**config.mk**
```make
export PLATFORM = sky130hd
export DESIGN_NAME = acc_sequencer
export DESIGN_NICKNAME = d
export VERILOG_FILES = /design/src/rtl/acc_pkg.sv /design/src/rtl/acc_timing.sv /design/src/rtl/acc_opdec.sv /design/src/rtl/acc_regop.sv /design/src/rtl/acc_alu.sv /design/src/rtl/acc_sequencer.sv
export SDC_FILE = /design/constraint.sdc
export NUM_CORES = 1
export LEC_CHECK = 0
export ABC_CLOCK_PERIOD_IN_PS = 5200
export BUFFER_PORTS_ARGS = -buffer_cell sky130_fd_sc_hd__buf_4
export CORE_MARGIN = 8
export CORE_UTILIZATION = 25
export DETAILED_ROUTE_END_ITERATION = 8
export HOLD_SLACK_MARGIN = 0.15
export PLACE_DENSITY = 0.43
export SLEW_MARGIN = 5
export SYNTH_ARGS = -nofsm -noshare
export SYNTH_HDL_FRONTEND = slang
export SYNTH_SLANG_ARGS = --single-unit
```
**constraint.sdc**
```tcl
create_clock -name clk -period 5.2 [get_ports clk]
set_input_delay 0.78 -clock clk [delete_from_list [all_inputs] [get_ports clk]]
set_output_delay 0.78 -clock clk [all_outputs]
set_load 0.05 [all_outputs]
```
**src/rtl/acc_pkg.sv**
```systemverilog
package acc_pkg;

  // Memory-reference opcodes; the decoder output is indexed by these codes.
  typedef enum logic [2:0] {
    OP_AND = 3'd0,
    OP_ADD = 3'd1,
    OP_LDA = 3'd2,
    OP_STA = 3'd3,
    OP_BUN = 3'd4,
    OP_BSA = 3'd5,
    OP_ISZ = 3'd6,
    OP_REG = 3'd7
  } opcode_e;

  // Bit positions inside the address field of a register word.
  localparam int REG_BITS = 12;
  localparam int RB_CLA = 11;
  localparam int RB_CLE = 10;
  localparam int RB_CMA = 9;
  localparam int RB_CME = 8;
  localparam int RB_CIR = 7;
  localparam int RB_CIL = 6;
  localparam int RB_INC = 5;
  localparam int RB_SPA = 4;
  localparam int RB_SNA = 3;
  localparam int RB_SZA = 2;
  localparam int RB_SZE = 1;
  localparam int RB_HLT = 0;

  typedef enum logic [3:0] {
    AC_HOLD, AC_AND, AC_ADD, AC_LOAD, AC_CLR, AC_CMP, AC_ROR, AC_ROL, AC_INC
  } ac_op_e;

  typedef enum logic [2:0] {
    E_HOLD, E_CARRY, E_CLR, E_CMP, E_LSB, E_MSB
  } e_op_e;

  typedef struct packed {
    ac_op_e ac_op;
    e_op_e  e_op;
    logic   skip;
    logic   halt;
  } regop_t;

endpackage

```
**src/rtl/acc_timing.sv**
```systemverilog
module acc_timing #(
  parameter int unsigned SC_W = 4,
  parameter int unsigned N_T  = 7
) (
  input  logic            clk,
  input  logic            rst_n,
  input  logic            clr,
  input  logic            stop,
  output logic [SC_W-1:0] sc,
  output logic [N_T-1:0]  t
);

  localparam logic [SC_W-1:0] ONE = SC_W'(1);

  always_ff @(posedge clk or negedge rst_n) begin
    if (!rst_n)           sc <= '0;
    else if (clr || stop) sc <= '0;
    else                  sc <= sc + ONE;
  end

  // One timing strobe per decoded state; all strobes are dead once stopped.
  for (genvar k = 0; k < N_T; k++) begin : g_state
    assign t[k] = !stop && (sc == SC_W'(k));
  end

  p_stop_holds_r11: assert property (@(posedge clk) disable iff (!rst_n)
    stop |=> (sc == '0));

endmodule

```
**src/rtl/acc_opdec.sv**
```systemverilog
module acc_opdec #(
  parameter int unsigned OPC_W = 3,
  parameter int unsigned N_D   = 1 << OPC_W
) (
  input  logic [OPC_W-1:0] opc,
  output logic [N_D-1:0]   d
);

  for (genvar k = 0; k < N_D; k++) begin : g_line
    assign d[k] = (opc == OPC_W'(k));
  end

endmodule

```
**src/rtl/acc_regop.sv**
```systemverilog
module acc_regop
  import acc_pkg::*;
#(
  parameter int unsigned W = 16
) (
  input  logic [REG_BITS-1:0] sel,
  input  logic [W-1:0]        ac,
  input  logic                e,
  output regop_t              cmd
);

  logic [3:0] top_bit;
  logic       any_bit;

  // Highest-numbered set bit wins when several are set.
  always_comb begin
    top_bit = '0;
    any_bit = 1'b0;
    for (int b = 0; b < REG_BITS; b++) begin
      if (sel[b]) begin
        top_bit = 4'(b);
        any_bit = 1'b1;
      end
    end
  end

  always_comb begin
    cmd.ac_op = AC_HOLD;
    cmd.e_op  = E_HOLD;
    cmd.skip  = 1'b0;
    cmd.halt  = 1'b0;
    if (any_bit) begin
      case (top_bit)
        4'(RB_CLA): cmd.ac_op = AC_CLR;
        4'(RB_CLE): cmd.e_op  = E_CLR;
        4'(RB_CMA): cmd.ac_op = AC_CMP;
        4'(RB_CME): cmd.e_op  = E_CMP;
        4'(RB_CIR): begin cmd.ac_op = AC_ROR; cmd.e_op = E_LSB; end
        4'(RB_CIL): begin cmd.ac_op = AC_ROL; cmd.e_op = E_MSB; end
        4'(RB_INC): cmd.ac_op = AC_INC;
        4'(RB_SPA): cmd.skip  = !ac[W-1];
        4'(RB_SNA): cmd.skip  = ac[W-1];
        4'(RB_SZA): cmd.skip  = (ac == '0);
        4'(RB_SZE): cmd.skip  = !e;
        4'(RB_HLT): cmd.halt  = 1'b1;
        default:    cmd.halt  = 1'b0;
      endcase
    end
  end

endmodule

```
**src/rtl/acc_alu.sv**
```systemverilog
module acc_alu
  import acc_pkg::*;
#(
  parameter int unsigned W = 16
) (
  input  ac_op_e       op,
  input  e_op_e        eop,
  input  logic [W-1:0] ac,
  input  logic [W-1:0] dr,
  input  logic         e,
  output logic [W-1:0] ac_nxt,
  output logic         e_nxt
);

  localparam logic [W-1:0] ONE = W'(1);

  logic [W:0] sum;
  assign sum = {1'b0, ac} + {1'b0, dr};

  always_comb begin
    case (op)
      AC_AND:  ac_nxt = ac & dr;
      AC_ADD:  ac_nxt = sum[W-1:0];
      AC_LOAD: ac_nxt = dr;
      AC_CLR:  ac_nxt = '0;
      AC_CMP:  ac_nxt = ~ac;
      AC_ROR:  ac_nxt = {e, ac[W-1:1]};
      AC_ROL:  ac_nxt = {ac[W-2:0], e};
      AC_INC:  ac_nxt = ac + ONE;
      default: ac_nxt = ac;
    endcase
  end

  always_comb begin
    case (eop)
      E_CARRY: e_nxt = sum[W];
      E_CLR:   e_nxt = 1'b0;
      E_CMP:   e_nxt = !e;
      E_LSB:   e_nxt = ac[0];
      E_MSB:   e_nxt = ac[W-1];
      default: e_nxt = e;
    endcase
  end

endmodule

```
**src/rtl/acc_sequencer.sv**
```systemverilog
module acc_sequencer
  import acc_pkg::*;
#(
  parameter int unsigned DATA_W = 16,
  parameter int unsigned ADDR_W = 12,
  parameter int unsigned SC_W   = 4
) (
  input  logic              clk,
  input  logic              rst_n,
  output logic [ADDR_W-1:0] mem_addr,
  output logic              mem_rd,
  output logic              mem_wr,
  output logic [DATA_W-1:0] mem_wdata,
  input  logic [DATA_W-1:0] mem_rdata,
  output logic              halted
);

  // Word layout: indirect flag on top, opcode below it, address field at the bottom.
  localparam int unsigned OPC_W  = 3;
  localparam int unsigned N_D    = 1 << OPC_W;
  localparam int unsigned N_T    = 7;   // states T0..T6 are ever reached
  localparam int unsigned IND_B  = DATA_W - 1;
  localparam int unsigned OPC_HI = DATA_W - 2;
  localparam int unsigned PAD_W  = DATA_W - ADDR_W;
  localparam logic [ADDR_W-1:0] ONE_A = ADDR_W'(1);
  localparam logic [DATA_W-1:0] ONE_D = DATA_W'(1);

  logic [ADDR_W-1:0] ar, pc;
  logic [DATA_W-1:0] dr, ac, ir;
  logic              e, ind, stop;

  logic [SC_W-1:0] sc;
  logic [N_T-1:0]  t;
  logic [N_D-1:0]  d;
  logic            sc_clr;

  regop_t cmd;
  ac_op_e ac_sel;
  e_op_e  e_sel;
  logic [DATA_W-1:0] ac_nxt;
  logic              e_nxt;

  logic rr, io, ind_rd, op_rd, wr_sta, wr_bsa, wr_isz;
  logic pc_skip, pc_jump, halt_set, isz_zero;

  acc_timing #(.SC_W(SC_W), .N_T(N_T)) u_timing (
    .clk  (clk),
    .rst_n(rst_n),
    .clr  (sc_clr),
    .stop (stop),
    .sc   (sc),
    .t    (t)
  );

  acc_opdec #(.OPC_W(OPC_W), .N_D(N_D)) u_opdec (
    .opc(ir[OPC_HI -: OPC_W]),
    .d  (d)
  );

  acc_regop #(.W(DATA_W)) u_regop (
    .sel(ir[REG_BITS-1:0]),
    .ac (ac),
    .e  (e),
    .cmd(cmd)
  );

  acc_alu #(.W(DATA_W)) u_alu (
    .op    (ac_sel),
    .eop   (e_sel),
    .ac    (ac),
    .dr    (dr),
    .e     (e),
    .ac_nxt(ac_nxt),
    .e_nxt (e_nxt)
  );

  // Control functions of timing state and decoded opcode.
  always_comb begin
    rr       = t[3] && d[OP_REG] && !ind;
    io       = t[3] && d[OP_REG] && ind;
    ind_rd   = t[3] && !d[OP_REG] && ind;
    op_rd    = t[4] && (d[OP_AND] || d[OP_ADD] || d[OP_LDA] || d[OP_ISZ]);
    wr_sta   = t[4] && d[OP_STA];
    wr_bsa   = t[4] && d[OP_BSA];
    wr_isz   = t[6] && d[OP_ISZ];
    isz_zero = (dr == '0);
    pc_skip  = (rr && cmd.skip) || (wr_isz && isz_zero);
    pc_jump  = (t[4] && d[OP_BUN]) || (t[5] && d[OP_BSA]);
    halt_set = rr && cmd.halt;
    sc_clr   = rr || io
            || (t[4] && (d[OP_STA] || d[OP_BUN]))
            || (t[5] && (d[OP_AND] || d[OP_ADD] || d[OP_LDA] || d[OP_BSA]))
            || wr_isz;
  end

  always_comb begin
    ac_sel = AC_HOLD;
    e_sel  = E_HOLD;
    if (t[5] && d[OP_AND]) ac_sel = AC_AND;
    if (t[5] && d[OP_ADD]) begin
      ac_sel = AC_ADD;
      e_sel  = E_CARRY;
    end
    if (t[5] && d[OP_LDA]) ac_sel = AC_LOAD;
    if (rr) begin
      ac_sel = cmd.ac_op;
      e_sel  = cmd.e_op;
    end
  end

  // Memory port: the address register addresses memory directly.
  always_comb begin
    mem_addr = ar;
    mem_rd   = t[1] || ind_rd || op_rd;
    mem_wr   = wr_sta || wr_bsa || wr_isz;
    if (wr_sta)      mem_wdata = ac;
    else if (wr_bsa) mem_wdata = {{PAD_W{1'b0}}, pc};
    else             mem_wdata = dr;
  end

  assign halted = stop;

  always_ff @(posedge clk or negedge rst_n) begin
    if (!rst_n) begin
      ar <= '0;
      pc <= '0;
    end else begin
      if (t[0])        ar <= pc;
      else if (t[2])   ar <= ir[ADDR_W-1:0];
      else if (ind_rd) ar <= mem_rdata[ADDR_W-1:0];
      else if (wr_bsa) ar <= ar + ONE_A;

      if (t[1] || pc_skip) pc <= pc + ONE_A;
      else if (pc_jump)    pc <= ar;
    end
  end

  always_ff @(posedge clk or negedge rst_n) begin
    if (!rst_n) begin
      ir  <= '0;
      ind <= 1'b0;
      dr  <= '0;
    end else begin
      if (t[1]) ir <= mem_rdata;
      if (t[2]) ind <= ir[IND_B];
      if (op_rd)                   dr <= mem_rdata;
      else if (t[5] && d[OP_ISZ])  dr <= dr + ONE_D;
    end
  end

  always_ff @(posedge clk or negedge rst_n) begin
    if (!rst_n) begin
      ac   <= '0;
      e    <= 1'b0;
      stop <= 1'b0;
    end else begin
      ac <= ac_nxt;
      e  <= e_nxt;
      if (halt_set) stop <= 1'b1;
    end
  end

  // ---------------- assertions ----------------
  p_rw_excl_r2: assert property (@(posedge clk) disable iff (!rst_n)
    !(mem_rd && mem_wr));

  p_ar_from_pc_r2: assert property (@(posedge clk) disable iff (!rst_n)
    t[0] |=> (ar == $past(pc)));

  p_fetch_inc_r2: assert property (@(posedge clk) disable iff (!rst_n)
    t[1] |=> (pc == $past(pc) + ONE_A));

  p_dec_onehot_r2: assert property (@(posedge clk) disable iff (!rst_n)
    $countones(d) == 1);

  p_sc_bound_r7: assert property (@(posedge clk) disable iff (!rst_n)
    sc <= SC_W'(6));

  p_isz_last_r7: assert property (@(posedge clk) disable iff (!rst_n)
    (mem_wr && d[OP_ISZ]) |=> (sc == '0));

  p_inc_keeps_e_r8: assert property (@(posedge clk) disable iff (!rst_n)
    (rr && ir[REG_BITS-1:0] == 12'h020) |=> (e == $past(e)));

  p_halt_sticky_r11: assert property (@(posedge clk) disable iff (!rst_n)
    halted |=> halted);

  p_halt_quiet_r11: assert property (@(posedge clk) disable iff (!rst_n)
    halted |-> (!mem_rd && !mem_wr));

endmodule

```
==> metrics.txt <==
outcome finished, final reports clean; IO Port Bufs 48; Clk pwr share 11.7%; power density over cell area 730.9 mW/mm²; Initial Utilization 25.29%; Mean Syn Cell Area 8.075 µm²; final hold vios 0; Synth top area share 29.25%; later-pin clock latency in the skew report 0.36 ns; I/O pin total 49; critical path endpoint category output port; hold slack 0.3790 ns; EDFF count, synth 0; post-DP HPWL 18820 µm; Comb pwr share 59.2%; FMAX 249.7 MHz; NetSw 3.053 mW; largest net degree at the start of global routing 47; commonest non-fill, non-tap cell in the layout nand2_1; Peak VDD IR 0.3471 mV; Die Width 180.4 µm; Reg power frac 29.1%; CP Data Arrival Time 3.22 ns; Reg clk slew, reported paths 0.07 ns; largest cells by area after synthesis dfrtp_1, nand2_1, ha_1; final setup skew 0.01636 ns; setup tns final 0 ns; DR pass1 iterations 8; Root Buffer clkbuf_16; Final Wtd Congestion 0.8138; worst-margin pin slew 1.110 ns; Switching Fraction 54.27%; routed vias 6558; area of the die 0.03255 mm²; vias per inst 5.474; first-pass GRT wire length 40140 µm; Synth Instances 837; crit path max-delay cell type nand2_1; vias in the first global route 6502; number of remaining DRC errors 0; die height 180.4 µm; initial antenna violation count 0; Largest delay share family, worst path simple AND/OR/NAND/NOR gates; max incr delay on CP 0.69 ns; worst hold path type input port to async pin; CP bufs+invs 2; unrepaired setup endpoints after global routing false; Cell variety after synth 73; core area 0.02673 mm²; Setup Viol. Count Final 0; share of cells above drive strength 1 12.50%; GRT overflow 0; Slew Viols, Final 0; Iter 0 DRT Violations 548; gr usage total 15.62%; Worst setup SP type flop; Post-CTS Setup Bufs 0; post-synth top area cell dfrtp_1; most frequent cells in the layout nand2_1, dfrtp_1, nor2_1; Ys Warns 0; CTS tree done; Post-CTS Hold Buffers 0; CTS Buf Count 9; antenna-violating nets left 0; Max-Cap Viols 0; critical path type flop to output port; clk sinks 79; CTS Buffer Depth 2; Syn-to-layout area delta 13.87%; Internal Power 2.572 mW; H-tree lvl count 3; fin crit period 4.005 ns; leakage 3.088 nW; Layout Nets 896; synthesized area 0.006759 mm²; asr flop ratio synth 100.0%; Final Cycle Share 77.01%; FF+latch count, synth 79; syn nets 882; critical path peak fanout 19; WL per Instance 21.38 µm; Routed Wire Length 25620 µm; required time worst endpoint 4.42 ns; worst-path cell chain inv_1 -> ha_1 -> nor2b_1 -> nand2_1 -> nor2_1 -> nand2_1 -> nor2_1 -> a21oi_1 -> o21ai_0 -> buf_4; register area share after synthesis 29.25%; cells resized by post-CTS repair 0; Primary FF master, synth dfrtp_1; # rows 60; Worst slew margin 25.80%
## synthesized netlist by cell type, drive strengths merged (10+ instances only)
| cell type | n |
|---|---|
| nand2 | 89 |
| dfrtp | 79 |
| nor2 | 76 |
| a21oi | 58 |
| o21ai | 47 |
| nor3 | 41 |
| clkbuf | 39 |
| xnor2 | 32 |
| mux2i | 28 |
| nand3 | 28 |
| ha | 26 |
| and3 | 23 |
| inv | 22 |
| mux2 | 19 |
| xor2 | 19 |
| a31oi | 14 |
| buf | 14 |
| nor4 | 14 |
| a222oi | 12 |
| nand4 | 12 |
| a211oi | 11 |
| and2 | 11 |
| a22oi | 10 |
| nor2b | 10 |
## cells by family after synthesis
kind of cell,synth area share (%)
AOI/OAI and AO/OA,22.97
adders and majority gates,5.109
and+or+nand+nor,24.32
DFF,29.25
buffers and inverters,4.369
xor gates and xnor gates,6.609
muxes,7.368
## power groups by stage
stage / sequential [mW] / clock [mW] / combinational (mW)
global placement: 1.66 / 0 / 3.32
finish: 1.64 / 0.657 / 3.33
CTS: 1.63 / 0.675 / 3.34
detailed placement: 1.64 / 0 / 3.31
global route: 1.71 / 0.698 / 3.65
floorplan: 1.37 / 0 / 2.55
## routing by layer
layer / vias up / track usage [%] / routed length [µm]
li1: 3145 / - / -
met1: 3191 / 21.25 / 12150
met2: 193 / 24.63 / 11590
met3: 29 / 3.065 / 1345
met4: 0 / 4.530 / 529
met5: - / 0 / 0
## registers in the layout, indices dropped and copies added (netlist names)
name and cells:
ind 1, ac 16, dr 16, pc 12, ir 16, halted 1, u_timing.sc 4, e 1
mem_addr 12
## cell type report
cell class                      count  area (µm²)
Antenna cell                        1       2.502
Timing Repair Buffer               56       420.4
Inverter                           22       82.58
Clock inverter                      6       52.55
Tap cell                          341       426.7
Fill cell                        2935       19030
Clock buffer                       10       239.0
Multi-Input combinational cell    683        4496
Sequential cell                    79        1977
## per-stage QoR
| stage | utilization [%] | cell area (µm²) | worst slack, ns | std cells | total power, mW |
|---|---|---|---|---|---|
| final | 28.80 | 7696 | 1.195 | 1198 | 5.625 |
| after global routing | 28.79 | 7694 | 0.9270 | 1197 | 6.051 |
| after CTS | 28.79 | 7694 | 1.174 | 1197 | 5.643 |
| after detailed placement | 27.70 | 7402 | 1.613 | 1181 | 4.954 |
| after global placement | 27.70 | 7402 | 1.690 | 1181 | 4.985 |
| after floorplan | - | 6759 | 1.375 | 837 | 3.922 |
## path summary, 6_finish.rpt
path	startpoint	endpoint	slack, ns	cells past startpoint
min	rst_n	ir[9]	0.38	1
max in group asynchronous	rst_n	ir[4]	3.77	2
min reg2reg	ir[15]	ind	0.51	1
min in group clk	ir[15]	ind	0.51	1
max reg2reg	u_timing.sc[0]	mem_addr[0]	1.69	9
max	u_timing.sc[0]	mem_wdata[4]	1.20	10
Power figures use the tool's default switching activity.
